===== src/rtl/poll_pkg.sv =====
package poll_pkg;
  localparam logic [15:0] ERR_RETRY = 16'h8100;
  localparam logic [15:0] ERR_OFF   = 16'h8101;
  localparam logic [15:0] ERR_FIRST = 16'h8102;
  localparam int GAP_TICKS = 5;
  localparam int PAUSE_W   = 11;

  typedef enum logic [1:0] {CS_NONE, CS_OK, CS_FAIL} ch_st_e;
  typedef enum logic [1:0] {PS_IDLE, PS_SCAN, PS_READ} ps_e;

  // pause length in 500 us ticks; 0 = request-only
  function automatic logic [PAUSE_W-1:0] pause_ticks(input logic [2:0] code);
    case (code)
      3'd1:    return 11'd5;
      3'd2:    return 11'd10;
      3'd3:    return 11'd20;
      3'd4:    return 11'd100;
      3'd5:    return 11'd200;
      3'd6:    return 11'd1000;
      default: return 11'd0;
    endcase
  endfunction
endpackage


===== src/rtl/poll_timer.sv =====
module poll_timer #(
  parameter int GAP_TICKS = 5,
  parameter int PAUSE_W   = 11
) (
  input  logic               clk_i,
  input  logic               rst_ni,
  input  logic               tick_i,
  input  logic               rd_fin_i,
  input  logic               pause_load_i,
  input  logic [PAUSE_W-1:0] pause_val_i,
  output logic               gap_ok_o,
  output logic               pause_zero_o
);
  localparam int GAP_W = $clog2(GAP_TICKS + 1);

  logic [GAP_W-1:0]   gap_q;
  logic [PAUSE_W-1:0] pause_q;

  always_ff @(posedge clk_i or negedge rst_ni) begin
    if (!rst_ni) begin
      gap_q <= GAP_W'(GAP_TICKS);
    end else if (rd_fin_i) begin
      gap_q <= '0;
    end else if (tick_i && gap_q != GAP_W'(GAP_TICKS)) begin
      gap_q <= gap_q + 1'b1;
    end
  end

  always_ff @(posedge clk_i or negedge rst_ni) begin
    if (!rst_ni) begin
      pause_q <= '0;
    end else if (pause_load_i) begin
      pause_q <= pause_val_i;
    end else if (tick_i && pause_q != '0) begin
      pause_q <= pause_q - 1'b1;
    end
  end

  assign gap_ok_o     = (gap_q == GAP_W'(GAP_TICKS));
  assign pause_zero_o = (pause_q == '0);


  gap_restart_chk: assert property (@(posedge clk_i) disable iff (!rst_ni)
    rd_fin_i |=> !gap_ok_o);
endmodule


===== src/rtl/poll_chan_store.sv =====
module poll_chan_store
  import poll_pkg::*;
#(
  parameter int NUM_CH = 8,
  parameter int DATA_W = 16,
  localparam int CH_W  = $clog2(NUM_CH)
) (
  input  logic              clk_i,
  input  logic              rst_ni,
  input  logic              wr_en_i,
  input  logic [CH_W-1:0]   wr_ch_i,
  input  logic              wr_fail_i,
  input  logic [DATA_W-1:0] wr_data_i,
  input  logic [NUM_CH-1:0] en_mask_i,
  input  logic [CH_W-1:0]   qry_ch_i,
  output logic [DATA_W-1:0] qry_data_o
);
  ch_st_e            st_q  [NUM_CH];
  logic [DATA_W-1:0] dat_q [NUM_CH];

  for (genvar i = 0; i < NUM_CH; i++) begin : g_ch
    always_ff @(posedge clk_i or negedge rst_ni) begin
      if (!rst_ni) begin
        st_q[i]  <= CS_NONE;
        dat_q[i] <= '0;
      end else if (wr_en_i && wr_ch_i == CH_W'(i)) begin
        st_q[i] <= wr_fail_i ? CS_FAIL : CS_OK;
        if (!wr_fail_i) dat_q[i] <= wr_data_i;
      end
    end


    first_poll_sticky_chk: assert property (@(posedge clk_i) disable iff (!rst_ni)
      (st_q[i] != CS_NONE) |=> (st_q[i] != CS_NONE));
  end

  always_comb begin
    if (!en_mask_i[qry_ch_i]) begin
      qry_data_o = DATA_W'(ERR_OFF);
    end else begin
      case (st_q[qry_ch_i])
        CS_OK:   qry_data_o = dat_q[qry_ch_i];
        CS_FAIL: qry_data_o = DATA_W'(ERR_RETRY);
        default: qry_data_o = DATA_W'(ERR_FIRST);
      endcase
    end
  end
endmodule


===== src/rtl/poll_sched.sv =====
module poll_sched
  import poll_pkg::*;
#(
  parameter int NUM_CH  = 8,
  parameter int DATA_W  = 16,
  parameter int RETRY_W = 8,
  localparam int CH_W   = $clog2(NUM_CH),
  localparam int PTR_W  = CH_W + 1
) (
  input  logic               clk_i,
  input  logic               rst_ni,
  input  logic               tick_i,
  input  logic [NUM_CH-1:0]  en_mask_i,
  input  logic [2:0]         dly_code_i,
  input  logic [RETRY_W-1:0] retry_lim_i,
  input  logic               poll_req_i,
  output logic               rd_req_o,
  output logic [CH_W-1:0]    rd_ch_o,
  input  logic               rd_done_i,
  input  logic               rd_err_i,
  input  logic [DATA_W-1:0]  rd_data_i,
  input  logic [CH_W-1:0]    qry_ch_i,
  output logic [DATA_W-1:0]  qry_data_o,
  output logic               busy_o
);
  ps_e                state_q;
  logic [PTR_W-1:0]   ptr_q;
  logic [RETRY_W-1:0] try_q;
  logic               req_q;
  logic               gap_ok, pause_zero, auto_mode;
  logic               rd_fin, pass_end, last_try, wr_en;
  logic [PAUSE_W-1:0] pause_val;

  assign pause_val = pause_ticks(dly_code_i);
  assign auto_mode = (pause_val != '0);
  assign pass_end  = (state_q == PS_SCAN) && (ptr_q == PTR_W'(NUM_CH));
  assign rd_fin    = (state_q == PS_READ) && rd_done_i;
  assign last_try  = (try_q == retry_lim_i);
  assign wr_en     = rd_fin && (!rd_err_i || last_try);

  always_ff @(posedge clk_i or negedge rst_ni) begin
    if (!rst_ni) begin
      state_q <= PS_IDLE;
      ptr_q   <= '0;
      try_q   <= '0;
      req_q   <= 1'b0;
    end else begin
      case (state_q)
        PS_IDLE: begin
          // request strobes are only taken here
          if (poll_req_i || (auto_mode && pause_zero)) begin
            state_q <= PS_SCAN;
            ptr_q   <= '0;
            try_q   <= '0;
          end
        end
        PS_SCAN: begin
          if (pass_end) begin
            state_q <= PS_IDLE;
          end else if (!en_mask_i[ptr_q[CH_W-1:0]]) begin
            ptr_q <= ptr_q + 1'b1;
          end else if (gap_ok) begin
            req_q   <= 1'b1;
            state_q <= PS_READ;
          end
        end
        PS_READ: begin
          if (rd_done_i) begin
            req_q   <= 1'b0;
            state_q <= PS_SCAN;
            if (!rd_err_i || last_try) begin
              ptr_q <= ptr_q + 1'b1;
              try_q <= '0;
            end else begin
              try_q <= try_q + 1'b1;
            end
          end
        end
        default: state_q <= PS_IDLE;
      endcase
    end
  end

  assign rd_req_o = req_q;
  assign rd_ch_o  = ptr_q[CH_W-1:0];
  assign busy_o   = (state_q != PS_IDLE);

  poll_timer #(.GAP_TICKS(GAP_TICKS), .PAUSE_W(PAUSE_W)) u_timer (
    .clk_i        (clk_i),
    .rst_ni       (rst_ni),
    .tick_i       (tick_i),
    .rd_fin_i     (rd_fin),
    .pause_load_i (pass_end),
    .pause_val_i  (pause_val),
    .gap_ok_o     (gap_ok),
    .pause_zero_o (pause_zero)
  );

  poll_chan_store #(.NUM_CH(NUM_CH), .DATA_W(DATA_W)) u_store (
    .clk_i      (clk_i),
    .rst_ni     (rst_ni),
    .wr_en_i    (wr_en),
    .wr_ch_i    (ptr_q[CH_W-1:0]),
    .wr_fail_i  (rd_err_i),
    .wr_data_i  (rd_data_i),
    .en_mask_i  (en_mask_i),
    .qry_ch_i   (qry_ch_i),
    .qry_data_o (qry_data_o)
  );


  req_hold_chk: assert property (@(posedge clk_i) disable iff (!rst_ni)
    (rd_req_o && !rd_done_i) |=> (rd_req_o && $stable(rd_ch_o)));

  idle_no_req_chk: assert property (@(posedge clk_i) disable iff (!rst_ni)
    !busy_o |-> !rd_req_o);

  req_enabled_chk: assert property (@(posedge clk_i) disable iff (!rst_ni)
    $rose(rd_req_o) |-> $past(en_mask_i[rd_ch_o]));

  retry_bound_chk: assert property (@(posedge clk_i) disable iff (!rst_ni)
    (rd_fin && rd_err_i && last_try) |=> (try_q == '0));
endmodule


===== config.mk =====
export PLATFORM = sky130hd
export DESIGN_NAME = poll_sched
export DESIGN_NICKNAME = d
export VERILOG_FILES = /design/src/rtl/poll_pkg.sv /design/src/rtl/poll_timer.sv /design/src/rtl/poll_chan_store.sv /design/src/rtl/poll_sched.sv
export SDC_FILE = /design/constraint.sdc
export NUM_CORES = 1
export LEC_CHECK = 0
export ABC_AREA = 1
export BUFFER_PORTS_ARGS = -buffer_cell sky130_fd_sc_hd__clkbuf_2
export CAP_MARGIN = 25
export CORE_AREA = 2 2 175 143
export DETAILED_ROUTE_END_ITERATION = 10
export DIE_AREA = 0 0 177 145
export GPL_TIMING_DRIVEN = 0
export PLACE_DENSITY = 0.67
export RECOVER_POWER = 100
export SYNTH_ARGS = -nofsm -noshare
export SYNTH_HDL_FRONTEND = slang
export SYNTH_SLANG_ARGS = --single-unit

===== constraint.sdc =====
create_clock -name clk_i -period 3.7 [get_ports clk_i]
set_clock_uncertainty 0.05 [all_clocks]
set_input_delay 0.555 -clock clk_i [delete_from_list [all_inputs] [get_ports clk_i]]
set_output_delay 0.555 -clock clk_i [all_outputs]
set_load 0.1 [all_outputs]

==> impl_metrics.csv, run 1 <==
group,metric,value,unit
synthesis,ys_ff_latch,173,
sta,drv_slew,84,
routing,drt_iter0_drc,1266,
routing,avgViaCountPerCell,5.58,
sta,final.min_clock_period,3640,ps
global_route,grt_usage,0.250,
critical_path,worst_path_max_delay_cell,"ha_1",
synthesis,yosysTopAreaCellShare,0.454,
floorplanning,initial_utilization,0.394,
critical_path,path_class,"input port to output port",
synthesis,yosysSeqAreaShare,0.460,
power_and_ir_drop,swShare,0.404,
floorplanning,dieHeight,145,µm
routing,first_pass_iters,5,
final_layout,multiInputGateArea,4540,µm²
clock_network,clock_latency,440,ps
final_layout,antenna_cells,0,
synthesis,synth_commonest_cells,"449 x nand2_1, 171 x dfrtp_1, 106 x nand4_1",
clock_network,clockRootBuffer,"clkbuf_16",
floorplanning,ios,65,
final_layout,areaGrowthSynthToFinish,16.2,%
global_route,grt_pass1_vias,8774,
critical_path,path_max_fanout,10,
power_and_ir_drop,leakage,5.41,nW
worst_hold_path,hold_path.class,"flop to flop",
synthesis,yosysWarnings,0,
floorplanning,dieArea,25700,µm²
run_status,status,"finished with violations",
routing,drc_errors,0,
power_and_ir_drop,p_switching,2.56,mW
critical_path,crit_path_start,"qry_ch_i[0]",
clock_network,cts_tree,"yes",
clock_network,htree_num_levels,4,
global_route,grt_antenna_before_repair,0,
synthesis,syn-num-nets,1308,
worst_hold_path,hold_start,"u_store.st_q[12]",
critical_path,cp.arrival,3040,ps
power_and_ir_drop,internal-power,3.78,mW
power_and_ir_drop,pwr_density_cell,579,nW/µm²
clock_network,cts_hold_buffers,0,
global_route,gr-total-overflow,0,
floorplanning,std_cell_rows,51,
job,max-cap-violations,1,
critical_path,path_cells,"clkbuf_2 -> buf_6 -> buf_4 -> o21ai_0 -> o22ai_1 -> nand2_1 -> o21ai_1 -> inv_1 -> ha_1 -> nor2_2 -> inv_1 -> clkbuf_8 -> nor4_4 -> clkbuf_8",
critical_path,ff2ff_path_depth,9,
sta,timing.final.hold_violations,0,
sta,slew_headroom,-0.390,
global_route,grt_max_degree,92,
synthesis,synth-edff-count,0,
synthesis,syn_inst,1248,
synthesis,synthesis.area,9420,µm²
clock_network,cts_setup_buffers,0,
clock_network,cts.sinks,173,
final_layout,seqCellArea,4330,µm²
critical_path,crit_path_end_kind,"output port",
power_and_ir_drop,p_comb_frac,0.313,
sta,setup_viol,0,
placement,dp_hpwl,22400,µm
clock_network,cts_buffer_depth,2,
final_layout,post-route-util,0.458,
global_route,grt_pass1_wl,49300,µm
power_and_ir_drop,clkPwrFrac,0.288,
critical_path,rrSetupSlack,340,ps
critical_path,r2r_start,"state_q[0]",
power_and_ir_drop,seqPwrFrac,0.399,
routing,drt-total-wl,31400,µm
run_status,violations,"capacitance limit, slew limit",
synthesis,synthDistinctLibCells,34,
routing,vias,9263,
routing,postRouteAntennaNets,0,
worst_hold_path,worstHoldPathCells,2,
floorplanning,core,23900,µm²
synthesis,synthArstFlopShare,1.00,
placement,routabilityCongestion,0.972,
synthesis,yosysTopAreaCell,"dfrtp_1",
placement,io_buffers,63,
final_layout,nets,1390,
critical_path,critPathLaunchType,"input port",
sta,min_period_over_period,0.985,
final_layout,post_route_cells_drive_above_1_share,0.107,
critical_path,crit_required,3090,ps
clock_network,cts.reportedPaths.clkPinSlew,70,ps
routing,routedWlPerCell,18.9,µm
power_and_ir_drop,ir_drop,315,µV
floorplanning,die_width,177,µm
sta,worstMarginPinSlew,2090,ps
sta,whs,428,ps
synthesis,ys.flop_type,"dfrtp_1",
synthesis,yosysMostFrequentCell,"nand2_1",
synthesis,synthTopCellsByArea,"dfrtp_1 45%, nand2_1 18%, nand4_1 7.0%",
critical_path,cpPeakStageDelay,330,ps
clock_network,numCtsBuffers,17,
sta,fmax,275,MHz
synthesis,avgSynthCellArea,7.55,µm²
final_layout,nFillCells,2394,
-- per-stage QoR --
stage,setup TNS (ps),instances,power (mW),worst slack [ps],area [µm²]
after floorplan,-295,1248,3.95,-83.7,9610
after global placement,-228780,1629,4.47,-1330,10300
after detailed placement,-3330,1630,4.52,-381,10400
after CTS,0,1661,6.34,2.51,11000
after global routing,-27.7,1661,6.67,-5.61,11000
final,0,1661,6.34,57.0,11000
-- sequential cells by signal, summed over array words and instances (netlist names) --
register and flops:
ptr_q 4, u_timer.gap_q 3, state_q 2, u_store.st_q 16, rd_req_o 1, u_timer.pause_q 11, u_store.dat_q 128, try_q 8
-- layout make-up --
cell class | count | share of cell area
Tap cell | 318 | 0.0363
Buffer | 80 | 0.0352
Multi-Input combinational cell | 909 | 0.415
Sequential cell | 173 | 0.396
Clock inverter | 15 | 0.0139
Timing Repair Buffer | 64 | 0.0360
Clock buffer | 17 | 0.0388
Inverter | 85 | 0.0291
-- layout by cell type, fill, tap and decap left out, types with 6 or more instances in the layout --
master,Yosys,routed
a21oi_1,36,37
buf_2,18,8
buf_4,12,12
clkbuf_1,44,54
clkbuf_16,0,17
clkbuf_2,0,51
clkbuf_8,0,6
dfrtp_1,171,171
ha_1,16,15
inv_1,78,79
inv_6,0,6
nand2_1,449,449
nand3_1,79,79
nand4_1,106,107
nor2_1,65,64
nor3_1,6,6
nor4_4,0,11
o211ai_1,9,9
o21ai_0,90,88
o221ai_1,8,8
xor2_1,8,8
-- critical path, delay by kind of cell --
kind                     cells  cell delay, ps
adder cells (fa/ha/maj)      1             330
AND/OR/NAND/NOR              3             450
AO/OA/AOI/OAI                3             450
buffers and inverters        7            1230
-- path summary, 6_finish.rpt --
| check | endpoint |
|---|---|
| setup / recovery | qry_data_o[5] |
| hold / removal | u_store.st_q[12] |
| setup reg to reg | u_store.dat_q[56] |
| hold reg to reg | u_store.st_q[12] |
| max in group asynchronous | u_store.dat_q[35] |
| min in group asynchronous | u_timer.pause_q[0] |
-- timing repair --
item	CTS	global route
pin swaps	2	2
gates resized for setup	25	23
setup endpoints to repair	11	13
-- layer usage --
layer  wire [µm]  GRT usage  vias up  share of wire
li1            -          -     4321              -
met1       13900      0.356     4446           0.44
met2       14000      0.374      442           0.44
met3        2860     0.0587       54          0.091
met4         687     0.0781        0          0.022
met5           0          0        -              0
-- kinds of logic after synthesis --
family | Yosys count | synth area share
and+or+nand+nor | 728 | 0.344
DFF | 173 | 0.460
buffers and inverters | 166 | 0.0741
AOI/OAI and AO/OA | 154 | 0.0902
adders and majority gates | 16 | 0.0212
xor gates and xnor gates | 11 | 0.0102
-- power by group through the flow --
| stage | Clock (mW) | Combinational (mW) | Sequential, mW |
|---|---|---|---|
| floorplan | 0 | 1.42 | 2.53 |
| global placement | 0 | 1.92 | 2.54 |
| detailed placement | 0 | 1.97 | 2.55 |
| CTS | 1.83 | 1.98 | 2.52 |
| global route | 1.91 | 2.19 | 2.57 |
| finish | 1.83 | 1.98 | 2.53 |
Power figures use the tool's default switching activity.
==> run 2, diff against run 1 <==
ABC_AREA = unset   (was 1)
CORE_AREA = 2 2 168 137   (was 2 2 175 143)
DIE_AREA = 0 0 170 139   (was 0 0 177 145)
==> run 2 against run 1 <==
- clock-buffer cell count rose by 2
- the run still ends with capacitance limit, slew limit left
- largest power group unchanged
- via count down 40%
- clock power shrank 5%
- highest routed layer unchanged
- cell count shrank 38%
==> impl_metrics.csv, run 2 <==
group,metric,value,unit
run_status,status,"finished with violations",
run_status,violations,"capacitance limit, slew limit",
routing,drt-total-wl,19000,µm
sta,setup_viol,0,
critical_path,critPathLaunchType,"input port",
sta,final.setup.tns,0,ps
synthesis,ys_ff_latch,173,
sta,worstMarginPinSlew,2950,ps
sta,fmax,280,MHz
clock_network,cts_hold_buffers,0,
floorplanning,dieHeight,139,µm
power_and_ir_drop,pwr_density_cell,596,nW/µm²
sta,timing.final.hold_violations,0,
synthesis,syn-num-nets,709,
routing,drt_iter0_drc,292,
critical_path,critPathBufInv,5,
floorplanning,std_cell_rows,49,
final_layout,areaGrowthSynthToFinish,16.7,%
synthesis,yosysWarnings,0,
critical_path,crit_path_end_kind,"output port",
floorplanning,core,22100,µm²
synthesis,synth_commonest_cells,"171 x dfrtp_1, 134 x mux2_2, 40 x mux4_2",
clock_network,cts.sinks,173,
clock_network,clockRootBuffer,"clkbuf_16",
placement,dp_hpwl,12800,µm
placement,dp_slack,-905,ps
clock_network,clock_latency,430,ps
sta,min_period_over_period,0.965,
floorplanning,dieArea,23600,µm²
global_route,gr-total-overflow,0,
placement,dp.cells,990,
global_route,grt.busiest_layer,"met2",
clock_network,cts.reportedPaths.clkPinSlew,70,ps
clock_network,cts_buffer_depth,2,
final_layout,top_regs,"u_store.dat_q x128, u_store.st_q x16, u_timer.pause_q x11",
sta,slew_headroom,-0.965,
synthesis,synthDistinctLibCells,52,
final_layout,nets,793,
synthesis,synthesis.area,8620,µm²
routing,postRouteAntennaNets,0,
global_route,grt_pass1_vias,5721,
critical_path,cp.arrival,2970,ps
global_route,grt_antenna_before_repair,0,
clock_network,cts_tree,"yes",
global_route,grt_usage,0.173,
synthesis,synthArstFlopShare,1.00,
power_and_ir_drop,p_switching,2.12,mW
synthesis,syn_inst,649,
synthesis,synth-edff-count,0,
power_and_ir_drop,seqPwrFrac,0.416,
final_layout,final_cell_mix,"171 x dfrtp_1, 134 x mux2_2, 43 x clkbuf_2",
floorplanning,ios,65,
routing,avgViaCountPerCell,5.43,
global_route,grt_use_met2,0.258,
final_layout,antenna_cells,0,
sta,rsz0062_at_grt,"false",
synthesis,synthTopCellsByArea,"dfrtp_1 50%, mux2_2 18%, mux4_2 10%",
critical_path,path_cells,"clkbuf_2 -> buf_12 -> mux4_2 -> mux2i_2 -> inv_1 -> ha_1 -> nand2b_1 -> nand2b_1 -> clkbuf_8 -> nor2_2 -> clkbuf_8",
critical_path,path_class,"input port to output port",
critical_path,path_max_fanout,10,
routing,drc_errors,0,
final_layout,largest_reg_flops,128,
global_route,use_met3,0.0328,
critical_path,cpPeakStageDelay,520,ps
critical_path,path_delay_family,"buffers and inverters",
global_route,grt_pass1_wl,31300,µm
critical_path,worst_path_max_delay_cell,"mux4_2",
synthesis,ys.flop_type,"dfrtp_1",
final_layout,final_common_cell,"dfrtp_1",
final_layout,post-route-util,0.456,
power_and_ir_drop,swShare,0.353,
power_and_ir_drop,leakage,4.83,nW
final_layout,finalInstanceArea,10100,µm²
job,max-cap-violations,1,
floorplanning,initial_utilization,0.391,
synthesis,yosysSeqAreaShare,0.502,
power_and_ir_drop,clkPwrFrac,0.290,
final_layout,regMostFlops,"u_store.dat_q",
clock_network,numCtsBuffers,17,
placement,routabilityCongestion,0.799,
routing,vias,5571,
global_route,use_met1,0.249,
final_layout,nFillCells,2008,
worst_hold_path,hold_path.class,"input port to flop",
critical_path,rrSetupSlack,390,ps
floorplanning,die_width,170,µm
clock_network,htree_num_levels,4,
placement,dpl-instance-area,9420,µm²
power_and_ir_drop,internal-power,3.88,mW
sta,drv_slew,63,
power_and_ir_drop,ir_drop,218,µV
synthesis,avgSynthCellArea,13.3,µm²
critical_path,crit_required,3090,ps
routing,routedWlPerCell,18.5,µm
routing,first_pass_iters,5,
power_and_ir_drop,p_comb_frac,0.294,
final_layout,stdcell_count,1026,
synthesis,yosysTopAreaCell,"dfrtp_1",
final_layout,post_route_cells_drive_above_1_share,0.393,
synthesis,yosysMostFrequentCell,"dfrtp_1",
placement,io_buffers,60,
global_route,grt_max_degree,112,
synthesis,yosysTopAreaCellShare,0.496,
sta,final.min_clock_period,3570,ps
sta,setup_slack,130,ps
[run 2: cell types whose count changed in the layout (fill, tap and decap cells not counted), moves of 11 or more]
cell      before  now
nand2_1      449   32
mux2_2         0  134
nand4_1      107    5
o21ai_0       88   16
nand3_1       79   11
inv_1         79   25
nor2_1        64   18
mux4_2         0   40
clkbuf_1      54   26
mux2i_1        0   20
a21oi_1       37   21
nor4_4        11    0
[run 2: logic make-up after synthesis]
family          count (synthesis)  share of synthesized area
compound gates                 73                     0.0565
mux                           195                      0.304
buf+inv                        59                     0.0284
fa+ha+maj                      16                     0.0232
simple gates                  115                     0.0673
xor+xnor                       18                     0.0183
flops                         173                      0.502
[run 2: repair_timing]
action                                  in CTS  in global routing
gates cloned                                 0                  0
gates resized for setup                     28                  1
endpoints found under the setup margin      16                 11
buffers inserted                             0                  6
hold endpoints to repair                     0                  0
[run 2: final timing paths]
path / startpoint / to / cells after the start
min in group asynchronous: rst_ni / try_q[6] / 1
max in group asynchronous: rst_ni / u_store.dat_q[20] / 1
min: rd_done_i / u_timer.gap_q[0] / 2
max: qry_ch_i[0] / qry_data_o[11] / 11
max reg2reg: state_q[0] / u_store.dat_q[65] / 9
min reg2reg: u_store.st_q[9] / u_store.st_q[9] / 1
[run 2: metrics by stage]
step                      hold WS, ps  power, mW
after floorplan                   209       3.89
after global placement            418       4.27
after detailed placement          433       4.31
after CTS                        76.3       6.09
after global routing              329       6.35
final                             314       6.00
[run 2: per-layer routing]
layer / part of all wire / wire, µm / vias up
met5: 0 / 0 / -
met4: 0.020 / 385 / 0
met3: 0.037 / 699 / 24
met2: 0.46 / 8690 / 102
met1: 0.48 / 9180 / 2891
li1: - / - / 2554
[run 2: final cells by class]
| cell class | instances | area [µm²] | share of cell area |
|---|---|---|---|
| sequential | 173 | 4330 | 0.431 |
| clock inverter | 13 | 126 | 0.0126 |
| buffer | 32 | 181 | 0.0180 |
| tap | 280 | 350 | 0.0348 |
| multi-input combinational | 417 | 4100 | 0.408 |
| inverter | 25 | 93.8 | 0.00933 |
| clock buffer | 19 | 453 | 0.0450 |
| timing repair buffer | 67 | 420 | 0.0418 |
[run 2: power groups by stage]
stage | Clock [mW] | Sequential [mW] | Combinational, mW
2_1_floorplan | 0 | 2.47 | 1.42
3_3_place_gp | 0 | 2.52 | 1.75
3_5_place_dp | 0 | 2.53 | 1.79
4_1_cts | 1.78 | 2.49 | 1.82
5_1_grt | 1.87 | 2.54 | 1.94
6_report | 1.74 | 2.50 | 1.76
